**config.mk**
```make
export PLATFORM = sky130hd
export DESIGN_NAME = strap_sampler
export DESIGN_NICKNAME = d
export VERILOG_FILES = /design/src/rtl/strap_pkg.sv /design/src/rtl/strap_timer.sv /design/src/rtl/strap_validate.sv /design/src/rtl/strap_sampler.sv
export SDC_FILE = /design/constraint.sdc
export NUM_CORES = 1
export LEC_CHECK = 0
export BUFFER_PORTS_ARGS = -buffer_cell sky130_fd_sc_hd__buf_2
export CORE_AREA = 2 2 81 83
export CTS_BUF_LIST = sky130_fd_sc_hd__clkbuf_16
export CTS_CLUSTER_SIZE = 30
export DETAILED_ROUTE_END_ITERATION = 7
export DIE_AREA = 0 0 83 85
export PLACE_DENSITY_LB_ADDON = 0.15
export SLEW_MARGIN = 20
export SYNTH_ARGS = -nofsm -noshare
export SYNTH_HDL_FRONTEND = slang
export SYNTH_SLANG_ARGS = --single-unit
export TNS_END_PERCENT = 30
```
**constraint.sdc**
```tcl
create_clock -name clk -period 4.65 [get_ports clk]
set_input_delay 0.93 -clock clk [delete_from_list [all_inputs] [get_ports clk]]
set_output_delay 0.93 -clock clk [all_outputs]
set_load 0.02 [all_outputs]
```
**src/rtl/strap_pkg.sv**
```systemverilog
package strap_pkg;
    localparam int N_PADS = 4;
    localparam int WORD_W = 2 * N_PADS;

    typedef enum logic [2:0] {
        ST_IDLE,
        ST_DISCHARGE,
        ST_FLOAT,
        ST_SAMPLE_HI,
        ST_PULL,
        ST_SAMPLE_LO,
        ST_CHECK
    } strap_state_t;
endpackage

```
**src/rtl/strap_timer.sv**
```systemverilog
module strap_timer #(
    parameter int SETTLE_US = 100
) (
    input  logic clk,
    input  logic rst_n,
    input  logic en_i,
    input  logic tick_i,
    output logic expire_o
);
    localparam int CW = $clog2(SETTLE_US + 1);

    logic [CW-1:0] cnt_q;

    assign expire_o = en_i && tick_i && (cnt_q == CW'(SETTLE_US - 1));

    always_ff @(posedge clk or negedge rst_n) begin
        if (!rst_n) begin
            cnt_q <= '0;
        end else if (!en_i || expire_o) begin
            cnt_q <= '0;
        end else if (tick_i) begin
            cnt_q <= cnt_q + 1'b1;
        end
    end


    cnt_range_chk: assert property (@(posedge clk) disable iff (!rst_n)
        cnt_q < CW'(SETTLE_US));
endmodule

```
**src/rtl/strap_validate.sv**
```systemverilog
module strap_validate
    import strap_pkg::*;
(
    input  logic [WORD_W-1:0] raw_i,
    output logic [WORD_W-1:0] cfg_o,
    output logic              err_o
);
    localparam int HALF = WORD_W / 2;

    logic [WORD_W-1:0] up_mask;
    logic [WORD_W-1:0] low_mask;
    logic              any_up;
    logic              low_up;

    always_comb begin
        up_mask  = '0;
        low_mask = '0;
        for (int k = 0; k < N_PADS; k++) begin
            up_mask[2*k+1] = 1'b1;
        end
        for (int b = 0; b < HALF; b++) begin
            low_mask[b] = 1'b1;
        end
        any_up = |(raw_i & up_mask);
        low_up = |(raw_i & up_mask & low_mask);
        if (!any_up) begin
            err_o = 1'b1;
            cfg_o = '0;
        end else begin
            err_o = 1'b0;
            cfg_o = low_up ? (raw_i & low_mask) : (raw_i & ~low_mask);
        end
    end
endmodule

```
**src/rtl/strap_sampler.sv**
```systemverilog
module strap_sampler
    import strap_pkg::*;
#(
    parameter int SETTLE_US = 100
) (
    input  logic                clk,
    input  logic                rst_n,
    input  logic                start_i,
    input  logic                us_tick_i,
    input  logic [N_PADS-1:0]   pad_in_i,
    output logic [N_PADS-1:0]   pad_oe_o,
    output logic [N_PADS-1:0]   pad_drv_o,
    output logic [N_PADS-1:0]   pad_ie_o,
    output logic [N_PADS-1:0]   pad_pu_o,
    output logic [N_PADS-1:0]   pad_pd_o,
    output logic                done_o,
    output logic                err_o,
    output logic [WORD_W-1:0]   cfg_o
);
    localparam int IDX_W = $clog2(N_PADS);

    strap_state_t       state_q;
    logic [IDX_W-1:0]   idx_q;
    logic               hi_q;
    logic [WORD_W-1:0]  raw_q;
    logic               tmr_en;
    logic               tmr_exp;
    logic [WORD_W-1:0]  v_cfg;
    logic               v_err;

    assign tmr_en = (state_q == ST_DISCHARGE) || (state_q == ST_FLOAT) ||
                    (state_q == ST_PULL);

    strap_timer #(.SETTLE_US(SETTLE_US)) u_timer (
        .clk      (clk),
        .rst_n    (rst_n),
        .en_i     (tmr_en),
        .tick_i   (us_tick_i),
        .expire_o (tmr_exp)
    );

    strap_validate u_validate (
        .raw_i (raw_q),
        .cfg_o (v_cfg),
        .err_o (v_err)
    );

    // state register and sample capture
    always_ff @(posedge clk or negedge rst_n) begin
        if (!rst_n) begin
            state_q <= ST_IDLE;
            idx_q   <= '0;
            hi_q    <= 1'b0;
            raw_q   <= '0;
            done_o  <= 1'b0;
            err_o   <= 1'b0;
            cfg_o   <= '0;
        end else begin
            done_o <= 1'b0;
            unique case (state_q)
                ST_IDLE: begin
                    if (start_i) begin
                        state_q <= ST_DISCHARGE;
                        idx_q   <= '0;
                        raw_q   <= '0;
                        err_o   <= 1'b0;
                        cfg_o   <= '0;
                    end
                end
                ST_DISCHARGE: begin
                    if (tmr_exp) state_q <= ST_FLOAT;
                end
                ST_FLOAT: begin
                    if (tmr_exp) state_q <= ST_SAMPLE_HI;
                end
                ST_SAMPLE_HI: begin
                    hi_q    <= pad_in_i[idx_q];
                    state_q <= ST_PULL;
                end
                ST_PULL: begin
                    if (tmr_exp) state_q <= ST_SAMPLE_LO;
                end
                ST_SAMPLE_LO: begin
                    raw_q[2*idx_q +: 2] <= {hi_q, pad_in_i[idx_q]};
                    if (idx_q == IDX_W'(N_PADS - 1)) begin
                        state_q <= ST_CHECK;
                    end else begin
                        idx_q   <= idx_q + 1'b1;
                        state_q <= ST_SAMPLE_HI;
                    end
                end
                ST_CHECK: begin
                    cfg_o   <= v_cfg;
                    err_o   <= v_err;
                    done_o  <= 1'b1;
                    idx_q   <= '0;
                    state_q <= ST_IDLE;
                end
                default: state_q <= ST_IDLE;
            endcase
        end
    end

    // pad control outputs
    always_comb begin
        pad_oe_o  = '0;
        pad_drv_o = '0;
        pad_ie_o  = '0;
        pad_pu_o  = '0;
        pad_pd_o  = '0;
        unique case (state_q)
            ST_DISCHARGE: pad_oe_o = '1;
            ST_FLOAT:     pad_ie_o = '1;
            ST_SAMPLE_HI, ST_PULL, ST_SAMPLE_LO: begin
                for (int k = 0; k < N_PADS; k++) begin
                    pad_ie_o[k] = (k >= int'(idx_q));
                end
                if (state_q != ST_SAMPLE_HI) begin
                    pad_pd_o[idx_q] = hi_q;
                    pad_pu_o[idx_q] = !hi_q;
                end
            end
            default: ;
        endcase
    end


    pull_excl_chk: assert property (@(posedge clk) disable iff (!rst_n)
        (pad_pu_o & pad_pd_o) == '0);


    discharge_start_chk: assert property (@(posedge clk) disable iff (!rst_n)
        (state_q == ST_IDLE && start_i) |=> (pad_oe_o == '1 && pad_drv_o == '0));


    done_pulse_chk: assert property (@(posedge clk) disable iff (!rst_n)
        done_o |=> !done_o);


    cfg_hold_chk: assert property (@(posedge clk) disable iff (!rst_n)
        (state_q != ST_IDLE && state_q != ST_CHECK) |=> $stable(cfg_o) && $stable(err_o));


    err_result_chk: assert property (@(posedge clk) disable iff (!rst_n)
        (done_o && err_o) |-> cfg_o == '0);


    busy_start_chk: assert property (@(posedge clk) disable iff (!rst_n)
        (state_q != ST_IDLE && state_q != ST_CHECK && start_i) |=> state_q != ST_IDLE);
endmodule

```
==> insert_results.sql <==
INSERT INTO impl_metrics (metric_group, metric, value, unit) VALUES
('run_status', 'run_status', 'complete, no violations', ''),
('die', 'fp.dieW', '83', 'um'),
('clock_tree', 'cts.htree.levels', '2', ''),
('worst_setup_path', 'required', '3.72', 'ns'),
('yosys', 'syn-instance-count', '179', ''),
('die', 'floorplan.initialDensity', '29.0', '%'),
('pwr', 'power.ir.vdd_worst', '0.000268', 'V'),
('yosys', 'synth_flop_cell', 'sky130_fd_sc_hd__dfrtp_1', ''),
('placed_design', 'gp_routability_congestion', '0.723', ''),
('clock_tree', 'worst_skew_pair.late_latency', '0.27', 'ns'),
('pwr', 'p_leak', '0.979', 'nW'),
('clock_tree', 'holdBufCountCts', '0', ''),
('layout', 'final_cells', '284', ''),
('clock_tree', 'cts_num_sinks', '31', ''),
('worst_setup_path', 'timing.critical_path.from_type', 'flop', ''),
('layout', 'area.growth.synth_to_final', '16.7', '%'),
('timing', 'hold_slack', '0.493', 'ns'),
('die', 'placement_rows', '29', ''),
('yosys', 'synth_largest_type_area_fraction', '43.1', '%'),
('layout', 'layout-drive-gt1-share', '24.2', '%'),
('timing', 'timing_max_transition_violations_final', '0', ''),
('yosys', 'ys_warn_count', '0', ''),
('clock_tree', 'cts_buffers', '5', ''),
('placed_design', 'dp_hpwl', '2860', 'um'),
('yosys', 'portion_of_the_post_synthesis_area_used_by_sequential_elements', '43.1', '%'),
('worst_setup_path', 'cp_slowest_stage_delay', '0.76', 'ns'),
('die', 'top_level_ports', '38', ''),
('worst_hold_path', 'hold_path.class', 'reg2reg', ''),
('timing', 'timing.final.setup_violations', '0', ''),
('timing', 'final_hold_violations', '0', ''),
('pwr', 'design_power_total', '1.09', 'mW'),
('placed_design', 'placement.io_buffers', '33', ''),
('worst_setup_path', 'critical_path.max_fanout', '23', ''),
('pwr', 'share_comb_of_total_power', '35.2', '%'),
('worst_setup_path', 'cp_slowest_cell', 'sky130_fd_sc_hd__dfrtp_1', ''),
('layout', 'num_antenna_cells', '0', ''),
('global_route', 'grt_start_max_net_pins', '32', ''),
('timing', 'max_clock_freq', '0.359', 'GHz'),
('timing', 'period_minus_slack', '2.79', 'ns'),
('global_route', 'grt_pass1_vias', '1356', ''),
('layout', 'area.sequential', '776', 'um^2'),
('yosys', 'synth_enable_flop_cells', '0', ''),
('clock_tree', 'cts_tree', 'built', ''),
('pwr', 'p_per_area', '518', 'mW/mm^2'),
('die', 'fp.coreArea', '0.00620', 'mm^2'),
('timing', 'fin_skew', '0.00358', 'ns'),
('drt', 'dr.first_iter.drc_count', '64', ''),
('clock_tree', 'clk_pin_slew_worst_paths', '0.05', 'ns'),
('timing', 'fin_tns_setup', '0', 'ns'),
('timing', 'worstMarginPinSlew', '0.724', 'ns'),
('drt', 'wl_met3', '161', 'um'),
('yosys', 'netlist.top_cell.by_area', 'sky130_fd_sc_hd__dfrtp_1', ''),
('placed_design', 'place_ws', '2.14', 'ns'),
('worst_setup_path', 'setup.worst_path.class', 'reg2out', ''),
('pwr', 'power.share.switching', '40.2', '%'),
('drt', 'drt-wirelength-per-cell', '14.3', 'um'),
('clock_tree', 'cts.path.max_buffers', '2', ''),
('worst_setup_path', 'worst-endpoint-arrival', '1.86', 'ns'),
('worst_setup_path', 'cp-end-kind', 'output pin', ''),
('global_route', 'antenna_found_initial', '0', ''),
('yosys', 'ys_ff_latch', '31', ''),
('timing', 'grt_setup_unrepaired', 'false', ''),
('pwr', 'power.net_switching', '0.438', 'mW'),
('drt', 'detail_route.wirelength.met1', '2020', 'um'),
('drt', 'post-route-drc-count', '0', ''),
('layout', 'multiInputGateArea', '915', 'um^2'),
('drt', 'routed-wl-met2', '1800', 'um'),
('layout', 'nNetsFinal', '220', ''),
('pwr', 'part_of_the_total_power_dissipated_in_sequential_elements', '36.8', '%'),
('clock_tree', 'cts_root_buf', 'sky130_fd_sc_hd__clkbuf_16', ''),
('timing', 'maxSlewHeadroom', '51.8', '%');
[worst paths after layout]
| kind | to | cells after the start | slack (ns) | startpoint |
|---|---|---|---|---|
| setup reg to reg | cfg_o[4]$_DFFE_PN0P_ | 4 | 2.83 | state_q[1]$_DFFE_PN0P_ |
| min in group asynchronous | u_timer.cnt_q[0]$_DFFE_PN0P_ | 1 | 0.72 | rst_n |
| setup / recovery | pad_pd_o[1] | 3 | 1.86 | state_q[2]$_DFFE_PN0P_ |
| hold / removal | cfg_o[3]$_DFFE_PN0P_ | 1 | 0.49 | cfg_o[3]$_DFFE_PN0P_ |
| hold reg to reg | cfg_o[3]$_DFFE_PN0P_ | 1 | 0.49 | cfg_o[3]$_DFFE_PN0P_ |
| max in group asynchronous | err_o$_DFFE_PN0P_ | 1 | 3.47 | rst_n |
[layer usage]
layer	up-vias	track usage, %
met3	7	3.11
met1	673	16.6
met4	0	5.07
met2	37	19.0
li1	696	-
met5	-	0
[sequential cells by signal (all words and copies together), names as in the netlist]
signal         flops
u_timer.cnt_q      7
cfg_o              8
idx_q              2
err_o              1
state_q            3
hi_q               1
done_o             1
raw_q              8
[cell type report]
type | instances | area share [%]
Multi-Input combinational cell | 132 | 43.5
Tap cell | 77 | 4.58
Clock buffer | 5 | 5.95
Inverter | 3 | 0.535
Clock inverter | 3 | 0.714
Sequential cell | 31 | 36.9
Timing Repair Buffer | 33 | 7.85
[power groups by stage]
stage	Sequential (mW)	Combinational, mW	Clock, mW
6_report	0.401	0.384	0.305
5_1_grt	0.414	0.428	0.327
4_1_cts	0.401	0.391	0.316
3_5_place_dp	0.406	0.388	0
3_3_place_gp	0.405	0.391	0
2_1_floorplan	0.340	0.388	0
[placed cells by master (no fill, tap or decap), types with 3 or more instances in the layout]
cell | Yosys | routed
sky130_fd_sc_hd__a22o_1 | 11 | 11
sky130_fd_sc_hd__and3_1 | 4 | 4
sky130_fd_sc_hd__buf_2 | 1 | 33
sky130_fd_sc_hd__clkbuf_16 | 0 | 5
sky130_fd_sc_hd__conb_1 | 1 | 4
sky130_fd_sc_hd__dfrtp_1 | 31 | 31
sky130_fd_sc_hd__ha_1 | 6 | 6
sky130_fd_sc_hd__inv_1 | 3 | 3
sky130_fd_sc_hd__nand2_1 | 15 | 15
sky130_fd_sc_hd__nand2b_1 | 3 | 3
sky130_fd_sc_hd__nand3_1 | 10 | 10
sky130_fd_sc_hd__nand3b_1 | 4 | 4
sky130_fd_sc_hd__nor2_1 | 7 | 7
sky130_fd_sc_hd__nor2b_1 | 5 | 5
sky130_fd_sc_hd__nor3_1 | 6 | 6
sky130_fd_sc_hd__o21ai_0 | 10 | 10
sky130_fd_sc_hd__xor2_1 | 5 | 5
[critical path: cells and delay by family, from the launching register on]
| family | cells | cell delay [ns] |
|---|---|---|
| flip-flops | 1 | 0.76 |
| AND/OR/NAND/NOR | 2 | 0.67 |
| buffers and inverters | 1 | 0.16 |
[metrics by stage]
| step | utilization [%] | area [um^2] |
|---|---|---|
| floorplan | - | 1810 |
| global placement | 31.6 | 1960 |
| detailed placement | 31.6 | 1960 |
| CTS | 33.9 | 2100 |
| global route | 33.9 | 2100 |
| finish | 33.9 | 2100 |
[logic make-up after synthesis]
group                    Yosys count  share of synthesized area (%)
buffers and inverters             19                           6.81
AND/OR/NAND/NOR                   74                           24.4
adder cells (fa/ha/maj)            6                           4.17
multiplexers                       4                           3.06
flip-flops                        31                           43.1
XOR/XNOR                           6                           2.92
other                              1                          0.208
AO/OA/AOI/OAI                     38                           15.3
[cells in the mapped netlist, drive strengths merged (3+ instances only)]
cell type and n:
nor2 9, o21ai 12, nand3 10, dfrtp 31
and3 4, nand2 15, nand2b 3, inv 3
clkbuf 3, or3b 3, nor3 6, nor2b 5
a22o 11, xor2 5, ha 6, buf 13
nand3b 4
No activity file was read; power rests on OpenSTA's default activity.
